--- src/rtl/pmcc_pkg.sv ---
package pmcc_pkg;
   typedef enum logic [1:0] {
      PM_FAST = 2'd0,
      PM_SLOW = 2'd1,
      PM_IDLE = 2'd2,
      PM_STOP = 2'd3
   } pm_mode_e;

   function automatic logic pm_is_sleep(input pm_mode_e m);
      return (m == PM_IDLE) || (m == PM_STOP);
   endfunction
endpackage

--- src/rtl/pmcc_mode_fsm.sv ---
module pmcc_mode_fsm
   import pmcc_pkg::*;
(
   input  logic       clk,
   input  logic       rst_n,
   input  logic       req_valid,
   input  logic [1:0] req_mode,
   input  logic       wake,
   output pm_mode_e   mode_q
);
   pm_mode_e ret_q;
   pm_mode_e req_e;

   assign req_e = pm_mode_e'(req_mode);

   always_ff @(posedge clk or negedge rst_n) begin
      if (!rst_n) begin
         mode_q <= PM_FAST;
         ret_q  <= PM_FAST;
      end else begin
         unique case (mode_q)
            PM_FAST, PM_SLOW: begin
               if (req_valid) begin
                  mode_q <= req_e;
                  if (pm_is_sleep(req_e))
                     ret_q <= mode_q;
               end
            end
            default: begin
               if (wake)
                  mode_q <= ret_q;
            end
         endcase
      end
   end
endmodule

--- src/rtl/pmcc_gate.sv ---
module pmcc_gate
   import pmcc_pkg::*;
(
   input  pm_mode_e mode,
   input  logic     fast_tick,
   input  logic     slow_tick,
   input  logic     fast_off,
   input  logic     wdt_keep,
   output logic     fast_en,
   output logic     slow_en,
   output logic     cpu_run,
   output logic     src_tick,
   output logic     wkt_run,
   output logic     wdt_run
);
   logic fast_on;
   logic slow_on;

   always_comb begin
      fast_on  = 1'b0;
      slow_on  = 1'b1;
      cpu_run  = 1'b0;
      src_tick = 1'b0;
      unique case (mode)
         PM_FAST: begin
            fast_on  = 1'b1;
            cpu_run  = 1'b1;
            src_tick = fast_tick;
         end
         PM_SLOW: begin
            fast_on  = !fast_off;
            cpu_run  = 1'b1;
            src_tick = slow_tick;
         end
         PM_IDLE: begin
            fast_on  = 1'b0;
         end
         default: begin
            slow_on  = 1'b0;
         end
      endcase
   end

   assign fast_en = fast_tick & fast_on;
   assign slow_en = slow_tick & slow_on;
   assign wkt_run = slow_on;
   assign wdt_run = slow_on | wdt_keep;
endmodule

--- src/rtl/pmcc_prescaler.sv ---
module pmcc_prescaler #(
   parameter int DIV_W = 2
) (
   input  logic             clk,
   input  logic             rst_n,
   input  logic             src_tick,
   input  logic [DIV_W-1:0] sel,
   output logic             tick_o
);
   localparam int NSEL  = 1 << DIV_W;
   localparam int CNT_W = (NSEL > 1) ? NSEL - 1 : 1;

   if (DIV_W < 1 || DIV_W > 4) begin : g_bad_width
      $error("pmcc_prescaler: DIV_W must lie in 1..4");
   end

   logic [CNT_W-1:0] lim_tab [NSEL];
   logic [DIV_W-1:0] act_q;
   logic [CNT_W-1:0] cnt_q;
   logic             hit;

   for (genvar i = 0; i < NSEL; i++) begin : g_lim
      assign lim_tab[i] = CNT_W'((64'd1 << i) - 64'd1);
   end

   assign hit    = (cnt_q == lim_tab[act_q]);
   assign tick_o = src_tick & hit;

   always_ff @(posedge clk or negedge rst_n) begin
      if (!rst_n) begin
         act_q <= '0;
         cnt_q <= '0;
      end else if (src_tick) begin
         if (hit) begin
            cnt_q <= '0;
            act_q <= sel;
         end else begin
            cnt_q <= cnt_q + 1'b1;
         end
      end
   end
endmodule

--- src/rtl/pwr_clk_ctrl.sv ---
module pwr_clk_ctrl
   import pmcc_pkg::*;
#(
   parameter int DIV_W = 2
) (
   input  logic             clk,
   input  logic             rst_n,
   input  logic             fast_tick,
   input  logic             slow_tick,
   input  logic             req_valid,
   input  logic [1:0]       req_mode,
   input  logic             fast_off,
   input  logic             wdt_keep,
   input  logic [DIV_W-1:0] div_sel,
   input  logic             wake,
   output logic             fast_en,
   output logic             slow_en,
   output logic             cpu_en,
   output logic             sys_en,
   output logic [1:0]       mode_o,
   output logic             wkt_run,
   output logic             wdt_run
);
   pm_mode_e mode;
   logic     src_tick;

   pmcc_mode_fsm u_fsm (
      .clk       (clk),
      .rst_n     (rst_n),
      .req_valid (req_valid),
      .req_mode  (req_mode),
      .wake      (wake),
      .mode_q    (mode)
   );

   pmcc_gate u_gate (
      .mode      (mode),
      .fast_tick (fast_tick),
      .slow_tick (slow_tick),
      .fast_off  (fast_off),
      .wdt_keep  (wdt_keep),
      .fast_en   (fast_en),
      .slow_en   (slow_en),
      .cpu_run   (cpu_en),
      .src_tick  (src_tick),
      .wkt_run   (wkt_run),
      .wdt_run   (wdt_run)
   );

   pmcc_prescaler #(.DIV_W(DIV_W)) u_div (
      .clk      (clk),
      .rst_n    (rst_n),
      .src_tick (src_tick),
      .sel      (div_sel),
      .tick_o   (sys_en)
   );

   assign mode_o = mode;
endmodule

--- config.mk ---
export PLATFORM = sky130hd
export DESIGN_NAME = pwr_clk_ctrl
export DESIGN_NICKNAME = d
export VERILOG_FILES = /design/src/rtl/pmcc_pkg.sv /design/src/rtl/pmcc_mode_fsm.sv /design/src/rtl/pmcc_gate.sv /design/src/rtl/pmcc_prescaler.sv /design/src/rtl/pwr_clk_ctrl.sv
export SDC_FILE = /design/constraint.sdc
export NUM_CORES = 1
export LEC_CHECK = 0
export BUFFER_PORTS_ARGS = -buffer_cell sky130_fd_sc_hd__buf_2
export CELL_PAD_IN_SITES_DETAIL_PLACEMENT = 1
export CELL_PAD_IN_SITES_GLOBAL_PLACEMENT = 1
export CORE_UTILIZATION = 29
export DETAILED_ROUTE_END_ITERATION = 16
export GPL_TIMING_DRIVEN = 0
export PLACE_DENSITY_LB_ADDON = 0.1
export SYNTH_ARGS = -nofsm -noshare
export SYNTH_HDL_FRONTEND = slang
export SYNTH_SLANG_ARGS = --single-unit
--- constraint.sdc ---
create_clock -name clk -period 1.4 [get_ports clk]
set_input_delay 0.14 -clock clk [delete_from_list [all_inputs] [get_ports clk]]
set_output_delay 0.14 -clock clk [all_outputs]
set_load 0.03 [all_outputs]
== Word level (Yosys, flattened, before mapping) ==
Cells that the tools add are included.

* Output and inout bits: 8
* Logic and storage cells: 37
* Bits of input ports: 12
* Register bits: 9

* Bitwise logic cells: 5
* Muxes and demuxes: 11
* Reductions and logical operators: 9
* Equality and inequality tests: 6
* Order comparisons: 1
* $add $sub $neg: 1

{| class="wikitable"
|+ Operator list
! operator !! number
|-
| $mux W3 || 3
|-
| $bmux W3 S2 || 1
|-
| $eq A2 B2 Y1 const B || 3
|-
| $mux W2 || 3
|-
| $pmux W1 S2 || 2
|-
| $reduce_and A2 Y1 || 2
|-
| $add A3 B1 Y3 const B || 1
|-
| $and A1 B1 Y1 || 3
|-
| $eq A3 B3 Y1 || 1
|-
| $ge A3 B3 Y1 const B || 1
|-
| $not A2 Y3 || 1
|-
| $reduce_and A3 Y1 || 1
|-
| $reduce_or A3 Y1 || 1
|-
| $eq A2 B1 Y1 const B || 1
|-
| $logic_not A2 Y1 || 1
|-
| $mux W1 || 2
|-
| $ne A2 B1 Y1 const B || 1
|-
| $reduce_bool A2 Y1 || 1
|-
| $reduce_or A2 Y1 || 1
|-
| $logic_not A1 Y1 || 1
|-
| $logic_or A1 B1 Y1 || 1
|-
| $or A1 B1 Y1 || 1
|}

== Depth between registers and ports, before layout ==
Gate-level depths: netlist of the first run.

* Word-level depth: 6
* Mapped depth: 4
* Mapped depth without buffers: 4

== Cells and area by module ==
Synthesis of the first run repeated with hierarchy kept, for this count alone.

* Cell total of the unflattened synthesis: 63
* Area, all modules: 615.6 sq um

{| class="wikitable"
|+ By module, submodules not included
! module !! area an instance (sq um) !! sequential area each (sq um) !! cells an instance !! times used
|-
| pmcc_prescaler || 380.4 || 125.1 || 42 || 1
|-
| pmcc_mode_fsm || 187.7 || 100.1 || 13 || 1
|-
| pmcc_gate || 47.5 || 0.0 || 8 || 1
|}

== Least setup slack after synthesis of the first run ==
No wires, ideal clock.

* Kind: register to output
* From: register u_div.act_q[1]
* To: output port sys_en
* Cell stages (with the launch flop): 5
* Buffers on the path: 0
* Setup slack: -0.126 ns
* Data required time: 1.260 ns
* Data arrival time: 1.386 ns
* Path through: dfrtp_1 > nor3_2 > a32o_1 > a21oi_2 > nor2_1

* Cells in the longest elaborated chain, start to end: 6

{| class="wikitable"
|+ RTL lines
! element !! RTL line !! source
|-
| start: declaration || pmcc_prescaler.sv:18 || <nowiki>logic [DIV_W-1:0] act_q;</nowiki>
|-
| start signal: assignment || pmcc_prescaler.sv:36 || <nowiki>act_q <= sel;</nowiki>
|-
| $not A2 Y3 (implied by the code) || pmcc_prescaler.sv:26 || <nowiki>assign hit = (cnt_q == lim_tab[act_q]);</nowiki>
|-
| $bmux W3 S2 || pmcc_prescaler.sv:26 ||
|-
| $mux W3 (implied by the code) (2 in series) || pmcc_prescaler.sv:26 ||
|-
| $eq A3 B3 Y1 || pmcc_prescaler.sv:26 ||
|-
| $and A1 B1 Y1 || pmcc_prescaler.sv:27 || <nowiki>assign tick_o = src_tick & hit;</nowiki>
|-
| end: declaration || pwr_clk_ctrl.sv:19 || <nowiki>output logic sys_en,</nowiki>
|}

No other way between the ends. The select of a mux whose other input is x is not followed.

== Worst setup path in the final report of the first run ==
* From: register u_div.cnt_q[0]
* To: output port sys_en

* Cells in the longest elaborated chain, start to end: 2

{| class="wikitable"
|+ RTL lines
! element !! RTL line !! source
|-
| start: declaration || pmcc_prescaler.sv:19 || <nowiki>logic [CNT_W-1:0] cnt_q;</nowiki>
|-
| start signal: assignment || pmcc_prescaler.sv:38 || <nowiki>cnt_q <= cnt_q + 1'b1;</nowiki>
|-
| $eq A3 B3 Y1 || pmcc_prescaler.sv:26 ||
|-
| $and A1 B1 Y1 || pmcc_prescaler.sv:27 ||
|}

No other way between the ends.

==> summary.md, run 1 <==
| Metric | Value |
|---|---|
| Switch Pwr | 0.0005007 W |
| Minimum hold slack | 109.8 ps |
| CTS tree | yes |
| Actual slew at the worst max-slew pin | 272.2 ps |
| Leakage | 0.3792 nW |
| Die outline area | 1873 um^2 |
| Final core occ | 0.5049 |
| I/O pins | 20 |
| Yosys cell types | 26 |
| Flops & latches, synth | 9 |
| Largest net degree at the start of global routing | 10 |
| # diodes | 0 |
| Synth Cell Area | 494.2 um^2 |
| First-pass GRT wire length | 2497 um |
| VDD IR-drop max | 0.0006915 V |
| Clock Path Buffers | 2 |
| CTS clk-pin slew, worst paths | 70 ps |
| Worst-Skew Late Latency | 260 ps |
| Largest area contributor in the synthesized netlist | dfrtp_1 |
| Fin crit period | 1602 ps |
| Setup Skew | 5.878 ps |
| Ys Warns | 0 |
| Placed cell count | 84 |
| Pint | 0.0007858 W |
| Post-synth EDFFs | 0 |
| Number of I/O port buffers | 19 |
| Initial Util | 0.3206 |
| FF-to-FF setup slack | -90 ps |
| Drt pass-1 iters | 3 |
| Die X-Extent | 43.28 um |
| Hold Crit Start | div_sel[0] |
| Critical path class | reg -> out |
| Final slew viol count | 0 |
| Synthesized instance count | 49 |
| Share of layout cells above drive strength 1 | 0.5904 |
| Critical path cell sequence | and3_1 > a32o_2 > a21oi_4 > nor2_2 > buf_6 |
| Avg Inst Size Synth | 10.09 um^2 |
| Worst Path Max Fanout | 5 |
| # DRC | 0 |
| CORE AREA | 1541 um^2 |
| Flop pwr share | 0.355 |
| Hpwl dp | 958.9 um |
| Finish-stage setup viols | 3 |
| Failing checks | negative setup slack |
| Grt ovf | 0 |
| Root buffer cell | clkbuf_4 |
| # rows | 14 |
| Main synth FF type | dfrtp_1 |
| Power share of the combinational group | 0.484 |
| Synth top area share | 0.4557 |
| Commonest non-fill, non-tap cell in the layout | buf_2 |
| WL/cell | 15.44 um |
| Req. time, crit path | 1260 ps |
| Clock Sinks | 9 |
| 1st-iter DRT viols | 2 |
| Worst r2r src | u_div.act_q[1] |
| Max-cap violations | 0 |
| Final wirelength | 1529 um |
| Final Cycle Share | 1.144 |
| Die Ht | 43.28 um |
| H-tree depth | 1 |
| Critical Path End Type | output pin |
| Post-Layout Cell Count | 99 |
| Status | complete, but fails checks |
| TritonCTS buffer count | 3 |
| Final net count | 97 |
| Routed Antenna Nets | 0 |
| Crit path launch | u_div.cnt_q[0] |
| Startpoint Class | flip-flop |
| Async set-reset flop share out of synthesis | 1.000 |
| Area contributors post-synth | dfrtp_1 46%, a32o_1 4.1%, mux2i_1 4.1% |
| Commonest cells after routing, fill and taps aside | 16 x buf_2, 9 x buf_4, 6 x dfrtp_2 |
| Arrival time worst endpoint | 1460 ps |
| GRT Util Overall | 0.1855 |
| Post-synthesis sequential area ratio | 0.4557 |
| Crit-path slowest cell | dfrtp_2 |
| Post-Syn Nets | 62 |
| Worst setup margin | -202.1 ps |
| Pwr Density | 1653 nW/um^2 |
| Slew Limit Headroom | 0.8133 |
| Via Count | 512 |
| Total power | 0.001287 W |
| Final hold violation count | 0 |
| GPL Wtd Cong | 0.7300 |
| Initial antenna violation count | 0 |
| Power share of the clock group | 0.161 |
| RSZ-0062 raised after global routing | true |
| Area delta synth->final | 57.47% |
| Sw frac | 0.3892 |
| Post-detailed-route via-to-cell ratio | 5.172 |
| Fmax | 624.2 MHz |
| Cell family with most CP delay | flip-flops |
| Worst hold-check path type | in -> reg |
| Vias in the first global route | 513 |
| Max stage delay on crit path | 450 ps |
| Buffers & Inverters on Critical Path | 1 |
==> synthesized netlist by cell type, types with 2 or more instances <==
cell type / instances
nor2_1: 3
nand2_1: 5
inv_1: 2
mux2i_1: 2
a32o_1: 2
a211oi_1: 2
dfrtp_1: 9
and3_1: 2
and2_1: 2
nor2b_1: 2
o21ai_0: 3
==> registers in the layout (all words and copies together), names as in the netlist <==
signal / flops
u_fsm.mode_q: 2
u_div.act_q: 2
u_div.cnt_q: 3
u_fsm.ret_q: 2
==> power by group through the flow <==
stage | clock network [W] | registers, W | logic (W)
floorplan | 0 | 0.000436 | 0.000281
global placement | 0 | 0.000440 | 0.000384
detailed placement | 0 | 0.000443 | 0.000396
CTS | 0.000209 | 0.000444 | 0.000523
global route | 0.000224 | 0.000469 | 0.000675
finish | 0.000207 | 0.000457 | 0.000622
==> worst reg2reg max path: stages, from the launching register on <==
cell and delay, ps:
dfrtp_2 440, nor3_4 200, a32o_2 240, buf_4 130, buf_6 90, o21ai_1 50, a32o_1 220
==> kinds of logic after synthesis <==
kind of cell | Yosys count | synth area share
AOI/OAI and AO/OA | 13 | 0.1975
buffers and inverters | 2 | 0.01520
DFF | 9 | 0.4557
adders and majority gates | 1 | 0.02531
and+or+nand+nor | 20 | 0.2253
xor gates and xnor gates | 1 | 0.01772
muxes | 3 | 0.06329
==> final timing paths <==
kind                             endpoint  depth (start not counted)
setup / recovery                   sys_en                          5
max in group asynchronous  u_div.cnt_q[2]                          2
hold / removal             u_div.act_q[0]                          3
hold reg to reg            u_fsm.ret_q[1]                          1
min in group asynchronous  u_div.act_q[0]                          2
setup reg to reg           u_div.cnt_q[2]                          6
==> stage by stage <==
stage               setup WS (ps)  area (um^2)  setup TNS [ps]
finish                     -202.1        778.2          -309.7
global placement           -105.6        615.6          -189.9
floorplan                  -17.57        500.5          -29.56
detailed placement         -133.9        615.6          -334.0
CTS                        -161.4        723.2          -161.4
global route               -234.1        778.2          -468.3
==> routing by layer <==
layer | wire length, um | GRT usage | share of wire | vias up
met3 | 55 | 0.05106 | 0.036 | 4
met2 | 752 | 0.3075 | 0.49 | 11
met5 | 0 | 0 | 0 | -
li1 | - | - | - | 248
met1 | 701 | 0.2328 | 0.46 | 249
met4 | 19 | 0.05455 | 0.012 | 0
==> timing repair <==
item / CTS / global route
buffers inserted: 6 / 4
gates resized for setup: 8 / 14
endpoints found under the hold margin: 9 / 0
endpoints found under the setup margin: 5 / 6
pin swaps: 4 / 2
hold buffers: 1 / 0
==> layout make-up <==
cell class	count	area (um^2)
multi-input cells	38	289.0
fillers	186	763.2
clock buffers	4	26.28
well taps	16	20.02
flip-flops and latches	9	232.7
repair buffers	30	202.7
inverters	2	7.507
Note: power is estimated with default switching activity, not from simulation.
==> run 2: changes to the inputs <==
- SKIP_LAST_GASP: unset -> 1
==> run 2 against run 1 <==
The flow still finishes with violations (negative setup slack). Non-clock buffer count did not move. Count of clock-buffer cells in the layout unchanged. Via count unchanged. Routed wire length is essentially flat. Sequential share of layout area grew 0.096 points. Critical path type unchanged. Critical endpoint unchanged.
==> summary.md, run 2 (synthesis gave the netlist of run 1 again) <==
| Metric | Value |
|---|---|
| Critical Path End Type | output pin (unchanged) |
| Number of I/O port buffers | 19 (unchanged) |
| Routed Antenna Nets | 0 (unchanged) |
| Placed cell count | 84 (unchanged) |
| Fin crit period | 1602 ps (unchanged) |
| # diodes | 0 (unchanged) |
| Post-detailed-route via-to-cell ratio | 5.172 (unchanged) |
| I/O pins | 20 (unchanged) |
| Arrival time worst endpoint | 1460 ps (about the same) |
| Worst-Skew Late Latency | 260 ps (about the same) |
| Via Count | 512 (unchanged) |
| Grt ovf | 0 (unchanged) |
| Initial antenna violation count | 0 (unchanged) |
| Post-Layout Cell Count | 99 (unchanged) |
| Design Area, Final | 775.7 um^2 (was 778.2 um^2) |
| Share of layout cells above drive strength 1 | 0.5904 (unchanged) |
| Crit-path slowest cell | dfrtp_2 (unchanged) |
| CORE AREA | 1541 um^2 (unchanged) |
| Setup Skew | 5.878 ps (unchanged) |
| Failing checks | negative setup slack (unchanged) |
| Startpoint Class | flip-flop (unchanged) |
| Reg with most FFs | u_div.cnt_q (unchanged) |
| Commonest cells after routing, fill and taps aside | 16 x buf_2, 9 x buf_4, 6 x dfrtp_2 (unchanged) |
| Vias in the first global route | 513 (unchanged) |
| 1st-iter DRT viols | 2 (unchanged) |
| Die Ht | 43.28 um (unchanged) |
| Commonest non-fill, non-tap cell in the layout | buf_2 (unchanged) |
| Leakage | 0.3777 nW (was 0.3792 nW) |
| Max FFs per register | 3 (unchanged) |
| H-tree depth | 1 (unchanged) |
| Max stage delay on crit path | 450 ps (about the same) |
| Area delta synth->final | 56.96% (was 57.47%) |
| Actual slew at the worst max-slew pin | 272.2 ps (unchanged) |
| Pwr Density | 1657 nW/um^2 (was 1653 nW/um^2) |
| Worst Path Max Fanout | 5 (unchanged) |
| Finish-stage setup viols | 3 (unchanged) |
| Drt pass-1 iters | 3 (unchanged) |
| Status | complete, but fails checks (unchanged) |
| Critical path cell sequence | and3_1 > a32o_2 > a21oi_4 > nor2_2 > buf_6 (unchanged) |
| GPL Wtd Cong | 0.7300 (unchanged) |
| Fmax | 624.2 MHz (unchanged) |
| First-pass GRT wire length | 2497 um (unchanged) |
| GRT Util Overall | 0.1855 (unchanged) |
| # rows | 14 (unchanged) |
| Clock Path Buffers | 2 (unchanged) |
| TritonCTS buffer count | 3 (unchanged) |
| Max-cap violations | 0 (unchanged) |
| Initial Util | 0.3206 (unchanged) |
| Worst hold-check path type | in -> reg (unchanged) |
| Final hold violation count | 0 (unchanged) |
| Placed inst area | 615.6 um^2 (unchanged) |
| Fillers | 187 (was 186) |
| WL/cell | 15.45 um (was 15.44 um) |
| # DRC | 0 (unchanged) |
| RSZ-0062 raised after global routing | true (unchanged) |
| Total power | 0.001285 W (was 0.001287 W) |
| Final net count | 97 (unchanged) |
| Critical path class | reg -> out (unchanged) |
| Final Cycle Share | 1.144 (unchanged) |
| Die X-Extent | 43.28 um (unchanged) |
| Largest net degree at the start of global routing | 10 (unchanged) |
| Hpwl dp | 958.9 um (unchanged) |
| VDD IR-drop max | 0.0006915 V (about the same) |
| Worst setup margin | -202.1 ps (unchanged) |
| Die outline area | 1873 um^2 (unchanged) |
| CTS tree | yes (unchanged) |
| Clock Sinks | 9 (unchanged) |
| CTS clk-pin slew, worst paths | 70 ps (about the same) |
| Req. time, crit path | 1260 ps (about the same) |
| Slew Limit Headroom | 0.8133 (unchanged) |
| Root buffer cell | clkbuf_4 (unchanged) |
| Final slew viol count | 0 (unchanged) |
| Final wirelength | 1530 um (was 1529 um) |
==> run 2: layer usage <==
layer / part of all wire / track usage / up-vias
li1: - / - / 248
met4: 0.012 / 0.05455 / 0
met1: 0.46 / 0.2328 / 249
met5: 0 / 0 / -
met2: 0.49 / 0.3075 / 11
met3: 0.037 / 0.05106 / 4
==> run 2: power by group <==
group,internal [W],switching (W),total [W]
Sequential,0.000348,0.000110,0.000457
Combinational,0.000327,0.000294,0.000621
Clock,0.000110,0.0000971,0.000207
Total,0.000785,0.000500,0.00129
==> run 2: through the flow <==
| stage | setup TNS [ps] | utilization | setup WS (ps) | hold WS, ps |
|---|---|---|---|---|
| floorplan | -29.56 | - | -17.57 | -155.6 |
| global placement | -189.9 | 0.3994 | -105.6 | 5.597 |
| detailed placement | -334.0 | 0.3994 | -133.9 | 8.646 |
| CTS | -161.4 | 0.4692 | -161.4 | 119.8 |
| global route | -493.2 | 0.5032 | -234.1 | 125.9 |
| finish | -309.7 | 0.5032 | -202.1 | 109.8 |
==> run 2: path summary, 6_finish.rpt <==
check                          startpoint             end  slack (ps)  cells after the start
setup / recovery           u_div.cnt_q[0]          sys_en        -200                      5
hold / removal                 div_sel[0]  u_div.act_q[0]         110                      3
setup reg to reg           u_div.act_q[1]  u_div.cnt_q[2]         -90                      6
hold reg to reg            u_fsm.ret_q[1]  u_fsm.ret_q[1]         500                      1
max in group asynchronous           rst_n  u_div.cnt_q[2]         930                      2
min in group asynchronous           rst_n  u_div.act_q[0]         260                      2
==> run 2: worst max-delay path, delay by kind of cell, from the launching register on <==
family,cells,cell delay (ps)
flip-flops,1,450
AND/OR/NAND/NOR,2,230
AO/OA/AOI/OAI,2,390
buffers and inverters,1,130
==> run 2: timing repair <==
action,4_1_cts,5_1_grt
setup endpoints to repair,5,6
endpoints found under the hold margin,9,0
pin swaps,4,2
gates resized for setup,8,13
hold buffers,1,0
buffers inserted,6,4
==> run 2: final cells by class <==
cell class | instances | area (um^2) | area share
clock buffers | 4 | 26.28 | 0.03387
inverters | 2 | 7.507 | 0.009677
multi-input cells | 38 | 286.5 | 0.3694
flip-flops and latches | 9 | 232.7 | 0.3000
well taps | 16 | 20.02 | 0.02581
repair buffers | 30 | 202.7 | 0.2613
==> run 3: changes to the inputs <==
- ABC_AREA: unset -> 1
==> run 3 against run 2 <==
The run still ends with negative setup slack left. Clock power about the same. Fmax up 11%. Clock skew up 1.3 ps. Setup slack better by 160 ps. Sequential share of layout area down 3.7 points. Power up 24%. Final cell count up 41%. Via count up 24%. Synthesized cell count up 57%. Count of clock-buffer cells in the layout down 1. Register-to-register slack better by 90 ps.
==> summary.md, run 3 <==
| Metric | Value |
|---|---|
| Status | complete, but fails checks (unchanged) |
| Failing checks | negative setup slack (unchanged) |
| Drt pass-1 iters | 4 (was 3) |
| H-tree depth | 1 (unchanged) |
| Total power | 0.001597 W (was 0.001285 W) |
| Via Count | 636 (was 512) |
| Switch Pwr | 0.0007346 W (was 0.0005004 W) |
| Final Cycle Share | 1.034 (was 1.144) |
| Die X-Extent | 46.02 um (was 43.28 um) |
| CTS clk-pin slew, worst paths | 60 ps (was 70 ps) |
| Minimum hold slack | 114.4 ps (was 109.8 ps) |
| GPL Wtd Cong | 0.7437 (was 0.7300) |
| Largest net degree at the start of global routing | 10 (unchanged) |
| Main synth FF type | dfrtp_1 (unchanged) |
| # DRC | 0 (unchanged) |
| Post-Syn Nets | 90 (was 62) |
| Final slew viol count | 0 (unchanged) |
| Most frequent cell after synthesis | nand2_1 (was dfrtp_1) |
| Initial antenna violation count | 0 (unchanged) |
| Final core occ | 0.4936 (was 0.5032) |
| Worst hold-check path type | in -> reg (unchanged) |
| Root buffer cell | clkbuf_4 (unchanged) |
| Setup TNS | -52.21 ps (was -309.7 ps) |
| Worst r2r src | u_fsm.mode_q[1] (was u_div.act_q[1]) |
| Hold Crit Start | div_sel[1] (was div_sel[0]) |
| GRT Util Overall | 0.1617 (was 0.1855) |
| Pwr Density | 1834 nW/um^2 (was 1657 nW/um^2) |
| Post-detailed-route via-to-cell ratio | 4.543 (was 5.172) |
| Worst-Skew Late Latency | 260 ps (about the same) |
| Reg with most FFs | u_div.cnt_q (unchanged) |
| FF-to-FF path depth | 8 (was 6) |
| Worst setup margin | -46.95 ps (was -202.1 ps) |
| Hpwl dp | 1085 um (was 958.9 um) |
| Worst Path Max Fanout | 8 (was 5) |
| Power share of the combinational group | 0.576 (was 0.483) |
| Setup Skew | 7.148 ps (was 5.878 ps) |
| Finish-stage setup viols | 2 (was 3) |
| Power share of the clock group | 0.128 (was 0.161) |
| Post-synth EDFFs | 0 (unchanged) |
| Leakage | 0.4690 nW (was 0.3777 nW) |
| Actual slew at the worst max-slew pin | 208.5 ps (was 272.2 ps) |
| Commonest non-fill, non-tap cell in the layout | nand2_1 (was buf_2) |
| Max-cap violations | 0 (unchanged) |
| Avg Inst Size Synth | 7.296 um^2 (was 10.09 um^2) |
| Initial Util | 0.3184 (was 0.3206) |
| Startpoint Class | flip-flop (unchanged) |
| Synth Cell Area | 561.8 um^2 (was 494.2 um^2) |
| WHS Endpoint | u_div.act_q[1] (was u_div.act_q[0]) |
| Clock Sinks | 9 (unchanged) |
| Post-synthesis sequential area ratio | 0.4009 (was 0.4557) |
| Critical Path End Type | output pin (unchanged) |
| Flops & latches, synth | 9 (unchanged) |
| Die outline area | 2117 um^2 (was 1873 um^2) |
| Clock Path Buffers | 2 (unchanged) |
| Routed Antenna Nets | 0 (unchanged) |
| Fin crit period | 1447 ps (was 1602 ps) |
| Share of layout cells above drive strength 1 | 0.4783 (was 0.5904) |
| Pint | 0.0008621 W (was 0.0007847 W) |
| Area contributors post-synth | dfrtp_1 40%, nand2_1 19%, nand3_1 8.9% (was dfrtp_1 46%, a32o_1 4.1%, mux2i_1 4.1%) |
| Sw frac | 0.4601 (was 0.3894) |
| CORE AREA | 1764 um^2 (was 1541 um^2) |
| Critical path class | reg -> out (unchanged) |
| Post-synth top cells | 28 x nand2_1, 10 x nand3_1, 9 x dfrtp_1 (was 9 x dfrtp_1, 5 x nand2_1, 3 x nor2_1, 3 x o21ai_0) |
| 1st-iter DRT viols | 7 (was 2) |
| Final hold violation count | 0 (unchanged) |
| Async set-reset flop share out of synthesis | 1.000 (unchanged) |
| I/O pins | 20 (unchanged) |
| Synthesized instance count | 77 (was 49) |
| Number of I/O port buffers | 19 (unchanged) |
| Reg2reg end | u_div.cnt_q[0] (was u_div.cnt_q[2]) |
| Synth top area share | 0.4009 (was 0.4557) |
| Largest area contributor in the synthesized netlist | dfrtp_1 (unchanged) |
| TritonCTS buffer count | 3 (unchanged) |
| Slew Limit Headroom | 0.8595 (was 0.8133) |
| Req. time, crit path | 1260 ps (about the same) |
| Area delta synth->final | 55.01% (was 56.96%) |
| # rows | 15 (was 14) |
| FF-to-FF setup slack | 0 ps (was -90 ps) |
| Vias in the first global route | 616 (was 513) |
| WL/cell | 11.27 um (was 15.45 um) |
| Ys Warns | 0 (unchanged) |
| Final net count | 129 (was 97) |
| Max FFs per register | 3 (unchanged) |
| Flop pwr share | 0.296 (was 0.356) |
| First-pass GRT wire length | 2449 um (was 2497 um) |
| # diodes | 0 (unchanged) |
| Yosys cell types | 20 (was 26) |
| Commonest cells after routing, fill and taps aside | 26 x nand2_1, 17 x buf_2, 14 x buf_4 (was 16 x buf_2, 9 x buf_4, 6 x dfrtp_2) |
| Fmax | 691.1 MHz (was 624.2 MHz) |
| Die Ht | 46.02 um (was 43.28 um) |
| Grt ovf | 0 (unchanged) |
| RSZ-0062 raised after global routing | true (unchanged) |
| VDD IR-drop max | 0.0009518 V (was 0.0006915 V) |
| Final wirelength | 1578 um (was 1530 um) |
| CTS tree | yes (unchanged) |
| Arrival time worst endpoint | 1310 ps (was 1460 ps) |
| Hold depth | 3 (unchanged) |
## run 3: per-layer routing
layer | part of all wire | GRT usage
met5 | 0 | 0
met4 | 0.0032 | 0.05294
met3 | 0.030 | 0.01190
met2 | 0.52 | 0.2817
met1 | 0.45 | 0.2094
## run 3: power groups by stage
stage | sequential, W | combinational (W) | clock (W)
4_1_cts | 0.000470 | 0.000869 | 0.000208
5_1_grt | 0.000489 | 0.00101 | 0.000225
6_report | 0.000473 | 0.000920 | 0.000204
3_3_place_gp | 0.000471 | 0.000642 | 0
2_1_floorplan | 0.000466 | 0.000499 | 0
3_5_place_dp | 0.000474 | 0.000671 | 0
## run 3: critical path, cell delays in order, from the launching register on
cell and delay, ps:
dfrtp_1 370, buf_6 140, nor2_4 110, nand2_2 60, nand2_2 80, nand4_4 90, inv_2 80, buf_6 120
## run 3: what timing repair did
action,in CTS,in global routing
hold buffers,1,0
gates resized for setup,10,3
pin swaps,5,3
endpoints found under the setup margin,1,3
endpoints found under the hold margin,9,0
setup buffers,11,3
## run 3: metrics by stage
step	std cells	worst slack (ps)	area, um^2
after global routing	140	-159.8	870.8
after CTS	137	-66.86	842.1
after detailed placement	121	27.78	693.2
after global placement	121	50.83	693.2
after floorplan	77	9.986	566.8
final	140	-46.95	870.8
## run 3: final cells by class
type	instances	area, um^2
Fill cell	235	893.4
Multi-Input combinational cell	58	312.8
Sequential cell	9	229.0
Timing Repair Buffer	34	222.7
Inverter	9	36.28
Tap cell	25	31.28
Clock buffer	3	22.52
Buffer	1	11.26
Clock inverter	1	5.005
## run 3: cells by family after synthesis
kind of cell / Yosys count / share of synthesized area
buf+inv: 10 / 0.08017
compound gates: 8 / 0.08019
flops: 9 / 0.4009
simple gates: 48 / 0.3964
mux: 1 / 0.02004
fa+ha+maj: 1 / 0.02227
## run 3: worst max path at each step
stage | from | to | slack, ps | cells after the start
6_report | u_div.act_q[1] | sys_en | -50 | 7
5_1_grt | u_div.act_q[0] | sys_en | -160 | 7
3_3_place_gp | u_fsm.mode_q[1] | sys_en | 50 | 6
4_1_cts | u_fsm.mode_q[1] | sys_en | -70 | 6
2_1_floorplan | u_fsm.mode_q[0] | slow_en | 10 | 1
3_5_place_dp | u_div.act_q[1] | sys_en | 30 | 7
